<file path="src/rtl/irq_lvl_pkg.sv">
package irq_lvl_pkg;
    parameter int unsigned IRQ_SRC_N   = 12;
    parameter int unsigned IRQ_CODE_W  = 2;
    parameter int unsigned IRQ_ADDR_W  = 16;
    parameter int unsigned IRQ_DATA_W  = 8;
    parameter logic [15:0] IRQ_BASE    = 16'h007C;
    parameter logic [15:0] IRQ_VEC_TOP = 16'hFFFA;

    typedef logic [1:0] lvl_t;

    localparam lvl_t LVL_ONE  = 2'd1;
    localparam lvl_t LVL_TWO  = 2'd2;
    localparam lvl_t LVL_NONE = 2'd3;

    typedef enum logic [1:0] {
        CODE_L1A = 2'b00,
        CODE_L1B = 2'b01,
        CODE_L2  = 2'b10,
        CODE_OFF = 2'b11
    } code_e;
endpackage

</file>
<file path="src/rtl/irq_lvl_regs.sv">
module irq_lvl_regs
    import irq_lvl_pkg::*;
#(
    parameter int unsigned NUM_SRC = IRQ_SRC_N,
    parameter int unsigned CODE_W  = IRQ_CODE_W,
    parameter int unsigned ADDR_W  = IRQ_ADDR_W,
    parameter int unsigned DATA_W  = IRQ_DATA_W,
    parameter logic [15:0] BASE    = IRQ_BASE,
    localparam int unsigned PER_REG = DATA_W / CODE_W,
    localparam int unsigned NUM_REG = (NUM_SRC + PER_REG - 1) / PER_REG,
    localparam int unsigned CODE_BITS = NUM_SRC * CODE_W
) (
    input  logic                 clk,
    input  logic                 rst_n,
    input  logic                 wr_en,
    input  logic [ADDR_W-1:0]    wr_addr,
    input  logic [DATA_W-1:0]    wr_data,
    output logic [CODE_BITS-1:0] codes
);
    logic [NUM_REG*DATA_W-1:0] flat;

    for (genvar g = 0; g < NUM_REG; g++) begin : g_reg
        logic [DATA_W-1:0] q;
        logic              hit;

        assign hit = wr_en && (wr_addr == ADDR_W'(BASE + g));

        always_ff @(posedge clk or negedge rst_n) begin
            if (!rst_n)
                q <= '1;
            else if (hit)
                q <= wr_data;
        end

        assign flat[g*DATA_W +: DATA_W] = q;
    end

    assign codes = flat[CODE_BITS-1:0];
endmodule

</file>
<file path="src/rtl/irq_lvl_decode.sv">
module irq_lvl_decode
    import irq_lvl_pkg::*;
#(
    parameter int unsigned NUM_SRC = IRQ_SRC_N,
    parameter int unsigned CODE_W  = IRQ_CODE_W
) (
    input  logic [NUM_SRC*CODE_W-1:0] codes,
    input  logic [NUM_SRC-1:0]        req,
    output logic [NUM_SRC-1:0]        active,
    output logic [NUM_SRC*2-1:0]      levels
);
    for (genvar i = 0; i < NUM_SRC; i++) begin : g_src
        code_e c;
        lvl_t  l;

        assign c = code_e'(codes[i*CODE_W +: 2]);

        always_comb begin
            unique case (c)
                CODE_L1A, CODE_L1B: l = LVL_ONE;
                CODE_L2:            l = LVL_TWO;
                default:            l = LVL_NONE;
            endcase
        end

        assign levels[i*2 +: 2] = l;
        assign active[i]        = req[i] && (l != LVL_NONE);
    end
endmodule

</file>
<file path="src/rtl/irq_lvl_arbiter.sv">
module irq_lvl_arbiter
    import irq_lvl_pkg::*;
#(
    parameter int unsigned NUM_SRC = IRQ_SRC_N,
    localparam int unsigned ID_W = $clog2(NUM_SRC)
) (
    input  logic [NUM_SRC-1:0]   active,
    input  logic [NUM_SRC*2-1:0] levels,
    output logic                 win_vld,
    output logic [ID_W-1:0]      win_id,
    output lvl_t                 win_lvl
);
    always_comb begin
        win_vld = 1'b0;
        win_id  = '0;
        win_lvl = LVL_NONE;
        // Scan downward so that an equal level at a lower number replaces the holder.
        for (int i = NUM_SRC - 1; i >= 0; i--) begin
            if (active[i] && (!win_vld || levels[i*2 +: 2] <= win_lvl)) begin
                win_vld = 1'b1;
                win_id  = ID_W'(i);
                win_lvl = levels[i*2 +: 2];
            end
        end
    end
endmodule

</file>
<file path="src/rtl/irq_lvl_vecgen.sv">
module irq_lvl_vecgen
    import irq_lvl_pkg::*;
#(
    parameter int unsigned NUM_SRC = IRQ_SRC_N,
    parameter int unsigned ADDR_W  = IRQ_ADDR_W,
    parameter logic [15:0] VEC_TOP = IRQ_VEC_TOP,
    localparam int unsigned ID_W = $clog2(NUM_SRC)
) (
    input  logic [ID_W-1:0]   id,
    output logic [ADDR_W-1:0] hi,
    output logic [ADDR_W-1:0] lo
);
    logic [ADDR_W-1:0] step;

    assign step = ADDR_W'({id, 1'b0});
    assign hi   = ADDR_W'(VEC_TOP) - step;
    assign lo   = hi + ADDR_W'(1);
endmodule

</file>
<file path="src/rtl/irq_lvl_ctrl.sv">
module irq_lvl_ctrl
    import irq_lvl_pkg::*;
#(
    parameter int unsigned NUM_SRC = IRQ_SRC_N,
    parameter int unsigned ADDR_W  = IRQ_ADDR_W,
    parameter int unsigned DATA_W  = IRQ_DATA_W,
    localparam int unsigned ID_W = $clog2(NUM_SRC)
) (
    input  logic               clk,
    input  logic               rst_n,
    input  logic               wr_en,
    input  logic [ADDR_W-1:0]  wr_addr,
    input  logic [DATA_W-1:0]  wr_data,
    input  logic [NUM_SRC-1:0] irq_req,
    input  logic [1:0]         mask_lvl,
    output logic               irq_pend,
    output logic [1:0]         irq_lvl,
    output logic [ADDR_W-1:0]  vec_hi_addr,
    output logic [ADDR_W-1:0]  vec_lo_addr
);
    logic [NUM_SRC*IRQ_CODE_W-1:0] codes;
    logic [NUM_SRC-1:0]            req_q;
    logic [NUM_SRC-1:0]            active;
    logic [NUM_SRC*2-1:0]          levels;
    logic                          win_vld;
    logic [ID_W-1:0]               win_id;
    lvl_t                          win_lvl;
    logic [ADDR_W-1:0]             hi_c;
    logic [ADDR_W-1:0]             lo_c;

    irq_lvl_regs #(
        .NUM_SRC (NUM_SRC),
        .ADDR_W  (ADDR_W),
        .DATA_W  (DATA_W)
    ) u_regs (
        .clk     (clk),
        .rst_n   (rst_n),
        .wr_en   (wr_en),
        .wr_addr (wr_addr),
        .wr_data (wr_data),
        .codes   (codes)
    );

    always_ff @(posedge clk or negedge rst_n) begin
        if (!rst_n)
            req_q <= '0;
        else
            req_q <= irq_req;
    end

    irq_lvl_decode #(.NUM_SRC(NUM_SRC)) u_dec (
        .codes  (codes),
        .req    (req_q),
        .active (active),
        .levels (levels)
    );

    irq_lvl_arbiter #(.NUM_SRC(NUM_SRC)) u_arb (
        .active  (active),
        .levels  (levels),
        .win_vld (win_vld),
        .win_id  (win_id),
        .win_lvl (win_lvl)
    );

    irq_lvl_vecgen #(.NUM_SRC(NUM_SRC), .ADDR_W(ADDR_W)) u_vec (
        .id (win_id),
        .hi (hi_c),
        .lo (lo_c)
    );

    always_ff @(posedge clk or negedge rst_n) begin
        if (!rst_n) begin
            irq_pend    <= 1'b0;
            irq_lvl     <= LVL_NONE;
            vec_hi_addr <= '0;
            vec_lo_addr <= '0;
        end else if (win_vld) begin
            irq_pend    <= (win_lvl < mask_lvl);
            irq_lvl     <= win_lvl;
            vec_hi_addr <= hi_c;
            vec_lo_addr <= lo_c;
        end else begin
            irq_pend    <= 1'b0;
            irq_lvl     <= LVL_NONE;
            vec_hi_addr <= '0;
            vec_lo_addr <= '0;
        end
    end
endmodule

</file>
<file path="config.mk">
export PLATFORM = sky130hd
export DESIGN_NAME = irq_lvl_ctrl
export DESIGN_NICKNAME = d
export VERILOG_FILES = /design/src/rtl/irq_lvl_pkg.sv /design/src/rtl/irq_lvl_regs.sv /design/src/rtl/irq_lvl_decode.sv /design/src/rtl/irq_lvl_arbiter.sv /design/src/rtl/irq_lvl_vecgen.sv /design/src/rtl/irq_lvl_ctrl.sv
export SDC_FILE = /design/constraint.sdc
export NUM_CORES = 1
export LEC_CHECK = 0
export ABC_CLOCK_PERIOD_IN_PS = 16900
export BUFFER_PORTS_ARGS = -buffer_cell sky130_fd_sc_hd__buf_2
export CAP_MARGIN = 20
export CORE_ASPECT_RATIO = 1.5
export CORE_MARGIN = 2
export CORE_UTILIZATION = 54
export DETAILED_ROUTE_END_ITERATION = 10
export MAX_ROUTING_LAYER = met4
export PLACE_DENSITY_LB_ADDON = 0.12
export SYNTH_ARGS = -nofsm -noshare
export SYNTH_HDL_FRONTEND = slang
export SYNTH_SLANG_ARGS = --single-unit
</file>
<file path="constraint.sdc">
create_clock -name clk -period 16.9 [get_ports clk]
set_input_delay 0.845 -clock clk [delete_from_list [all_inputs] [get_ports clk]]
set_output_delay 0.845 -clock clk [all_outputs]
set_load 0.005 [all_outputs]
</file>
==> impl_metrics.toml <==
[detailed_routing]
drt.antenna.violating_nets = 0
detailed_route_iter0_violations = 94
viasPerCell = 5.700
drt_pre_antenna_iters = 4
wire_per_inst_um = 15.13
vias = 2525
drcViolationCount = 0
drt_wirelength_mm = 6.701

[clock_network]
clk_pin_slew_ns = 0.09
post_cts.resized_instances = 0
cts_num_sinks = 45
postCtsSetupRepairBufs = 0
insertion_delay_ns = 0.30
clock_tree.htree_level_count = 2
clk_root_buffer_cell = "sky130_fd_sc_hd__clkbuf_8"
cts_buffers = 5
max-clock-path-buffers = 2
cts_hold_repair.buffers = 0
clock_tree_from_tritoncts = "done"

[timing]
setup_viol = 0
final_period_utilization = 0.8261
worst_pin_slew_ns = 0.9864
worst_hold_slack_ns = 0.5955
fmaxAchievable_mhz = 71.63
fin_tns_setup_ns = 0
finalMaxSlewViolations = 0
clock-skew-final_ns = 0.007270
rsz0062_at_grt = "no"
slew_headroom = 0.3424
final-hold-violation-count = 0
finalCriticalPeriod_ns = 13.96

[synth]
synth_top_cell_area_share = 0.2134
synth_fp_nets = 389
post_synth_design_cell_area_um2 = 3202
synth-warning-count = 0
synth_area_leader_cell = "sky130_fd_sc_hd__dfstp_2"
ys_dominant_reg_cell = "sky130_fd_sc_hd__dfstp_2"
synth_cells = 325
synth-async-reset-ratio = 1.000
post_synth.cell_area_avg_um2 = 9.852
synth.area.top_cells = "sky130_fd_sc_hd__dfstp_2 21%, sky130_fd_sc_hd__dfrtp_1 15%, sky130_fd_sc_hd__ha_1 9.0%"
register_bit_count_reported_by_yosys = 45
yosysSeqAreaShare = 0.3619
synth-edff-count = 0
yosys.cell_types.count = 59

[placed_design]
dpl.hpwl_mm = 5.290
io_buffers = 74
routabilityCongestion = 0.8804

[critical_path]
crit_type = "reg -> reg"
top_cell_by_count_worst_path = "sky130_fd_sc_hd__ha_1"
worst_r2r_startpoint = "u_regs.g_reg[2].q[7]"
max_stage_delay_ns = 0.55
r2r_slack_ns = 2.94
critPathRequiredTime_ns = 17.09
cp.arrival_ns = 14.15
worst_path_max_delay_cell = "sky130_fd_sc_hd__dfstp_2"
crit-reg2reg-capture = "irq_pend"
path_max_fanout = 8
cp-start-kind = "register"
timing.critical_path.to_type = "register"
rr_worst_depth = 72

[power_and_ir_drop]
leakage_nw = 1.561
p_per_area_nw_per_um2 = 77.98
power.total_mw = 0.2757
irDropWorstVdd_uv = 38.82

[final_layout]
n_antenna_cell = 0
synthToLayoutAreaGrowth_pct = 10.43
final_nets = 434
fillers = 536
drive_gt1_frac = 0.4070

[floorplanning]
die_h_um = 98.31
initial_core_util = 0.5534
placement_rows = 34
top_ports = 76
die_area_um2 = 6574
coreArea_um2 = 5786
floorplan.die.width_um = 66.87

[grt]
antenna_violations_before_repair = 0
grt_pass1_wl_mm = 10.94
first_global_vias = 2460
grt_start_max_net_pins = 46
global_route.overflow_total = 0
grt_use_total = 0.2240

[hold_path]
min_delay_worst_endpoint = "u_regs.g_reg[1].q[1]"
min_path_type = "reg -> reg"
min_path_cells = 2
hp-start = "u_regs.g_reg[1].q[1]"

[run]
cap_violations = 0

[run_status]
status = "completed"
==> power breakdown <==
| group | internal (mW) | total (mW) | switching, mW |
|---|---|---|---|
| combinational | 0.0349 | 0.0797 | 0.0448 |
| sequential | 0.115 | 0.117 | 0.00236 |
| clock | 0.0439 | 0.0791 | 0.0353 |
| total | 0.193 | 0.276 | 0.0824 |
==> worst max-delay path: cells and delay by family, from the launching register on <==
kind	cells	cell delay [ns]
buffers and inverters	3	0.20
adder cells (fa/ha/maj)	12	3.34
AND/OR/NAND/NOR	24	3.37
AO/OA/AOI/OAI	33	6.39
flip-flops	1	0.55
==> cells in the final DEF, fill, tap and decap left out, types with 15 or more instances in the layout <==
master	instances
sky130_fd_sc_hd__buf_2	74
sky130_fd_sc_hd__dfrtp_1	19
sky130_fd_sc_hd__dfstp_2	26
sky130_fd_sc_hd__ha_1	23
sky130_fd_sc_hd__inv_1	16
sky130_fd_sc_hd__mux2_2	23
sky130_fd_sc_hd__nand2_1	21
sky130_fd_sc_hd__nor2_1	21
sky130_fd_sc_hd__nor2b_1	19
sky130_fd_sc_hd__o21ai_0	15
==> cell type report <==
| class | count | area [um2] | share of cell area |
|---|---|---|---|
| tap | 72 | 90.09 | 0.02548 |
| inverter | 16 | 60.06 | 0.01699 |
| timing repair buffer | 77 | 392.9 | 0.1111 |
| clock buffer | 6 | 72.57 | 0.02052 |
| multi-input combinational | 225 | 1727 | 0.4883 |
| sequential | 45 | 1159 | 0.3277 |
| clock inverter | 2 | 35.03 | 0.009908 |
==> sequential cells by signal, indices dropped and copies added (netlist names) <==
signal	count
irq_lvl	2
u_regs.g.q	24
req_q	12
irq_pend	1
vec_lo_addr	6
==> per-layer routing <==
layer | vias up | global-route usage | part of all wire
met3 | 20 | 0.02995 | 0.039
met5 | - | - | 0
met4 | 0 | 0.1350 | 0.046
li1 | 1221 | - | -
met2 | 76 | 0.3715 | 0.52
met1 | 1208 | 0.2491 | 0.39
==> worst max-delay path by stage <==
stage / start / end / depth (start not counted)
floorplan: u_regs.g_reg[2].q[5] / irq_pend / 71
global route: u_regs.g_reg[2].q[7] / irq_pend / 73
finish: u_regs.g_reg[2].q[7] / irq_pend / 72
detailed placement: u_regs.g_reg[2].q[7] / irq_pend / 71
CTS: u_regs.g_reg[2].q[7] / irq_pend / 72
global placement: u_regs.g_reg[2].q[7] / irq_pend / 71
==> cell usage after synthesis (3+ instances only) <==
| cell | n |
|---|---|
| sky130_fd_sc_hd__buf_4 | 27 |
| sky130_fd_sc_hd__dfstp_2 | 26 |
| sky130_fd_sc_hd__ha_1 | 23 |
| sky130_fd_sc_hd__mux2_2 | 23 |
| sky130_fd_sc_hd__nand2_1 | 21 |
| sky130_fd_sc_hd__nor2_1 | 21 |
| sky130_fd_sc_hd__dfrtp_1 | 19 |
| sky130_fd_sc_hd__nor2b_1 | 19 |
| sky130_fd_sc_hd__inv_1 | 16 |
| sky130_fd_sc_hd__o21ai_0 | 15 |
| sky130_fd_sc_hd__clkbuf_1 | 10 |
| sky130_fd_sc_hd__a21boi_0 | 7 |
| sky130_fd_sc_hd__a21oi_1 | 7 |
| sky130_fd_sc_hd__nor3_1 | 7 |
| sky130_fd_sc_hd__o21a_1 | 7 |
| sky130_fd_sc_hd__nand3_1 | 5 |
| sky130_fd_sc_hd__o211ai_1 | 5 |
| sky130_fd_sc_hd__a21bo_2 | 4 |
| sky130_fd_sc_hd__and2_1 | 4 |
| sky130_fd_sc_hd__o221ai_1 | 4 |
| sky130_fd_sc_hd__nand4b_1 | 3 |
| sky130_fd_sc_hd__nor3b_1 | 3 |
| sky130_fd_sc_hd__nor4_1 | 3 |
| sky130_fd_sc_hd__o31ai_1 | 3 |
==> stage by stage <==
| step | utilization | instances | instance area (um2) | setup slack (ns) |
|---|---|---|---|---|
| 2_1_floorplan | - | 325 | 3202 | 4.423 |
| 3_3_place_gp | 0.5926 | 435 | 3428 | 3.246 |
| 3_5_place_dp | 0.5926 | 435 | 3428 | 3.025 |
| 4_1_cts | 0.6112 | 443 | 3536 | 2.996 |
| 5_1_grt | 0.6112 | 443 | 3536 | 1.538 |
| 6_report | 0.6112 | 443 | 3536 | 2.939 |
==> cells by family after synthesis <==
kind of cell	Yosys count	synth area share
compound gates	80	0.2024
fa+ha+maj	23	0.08988
buf+inv	55	0.09887
flops	45	0.3619
mux	25	0.08871
other cells	1	0.001171
simple gates	96	0.1571
Power figures use the tool's default switching activity.
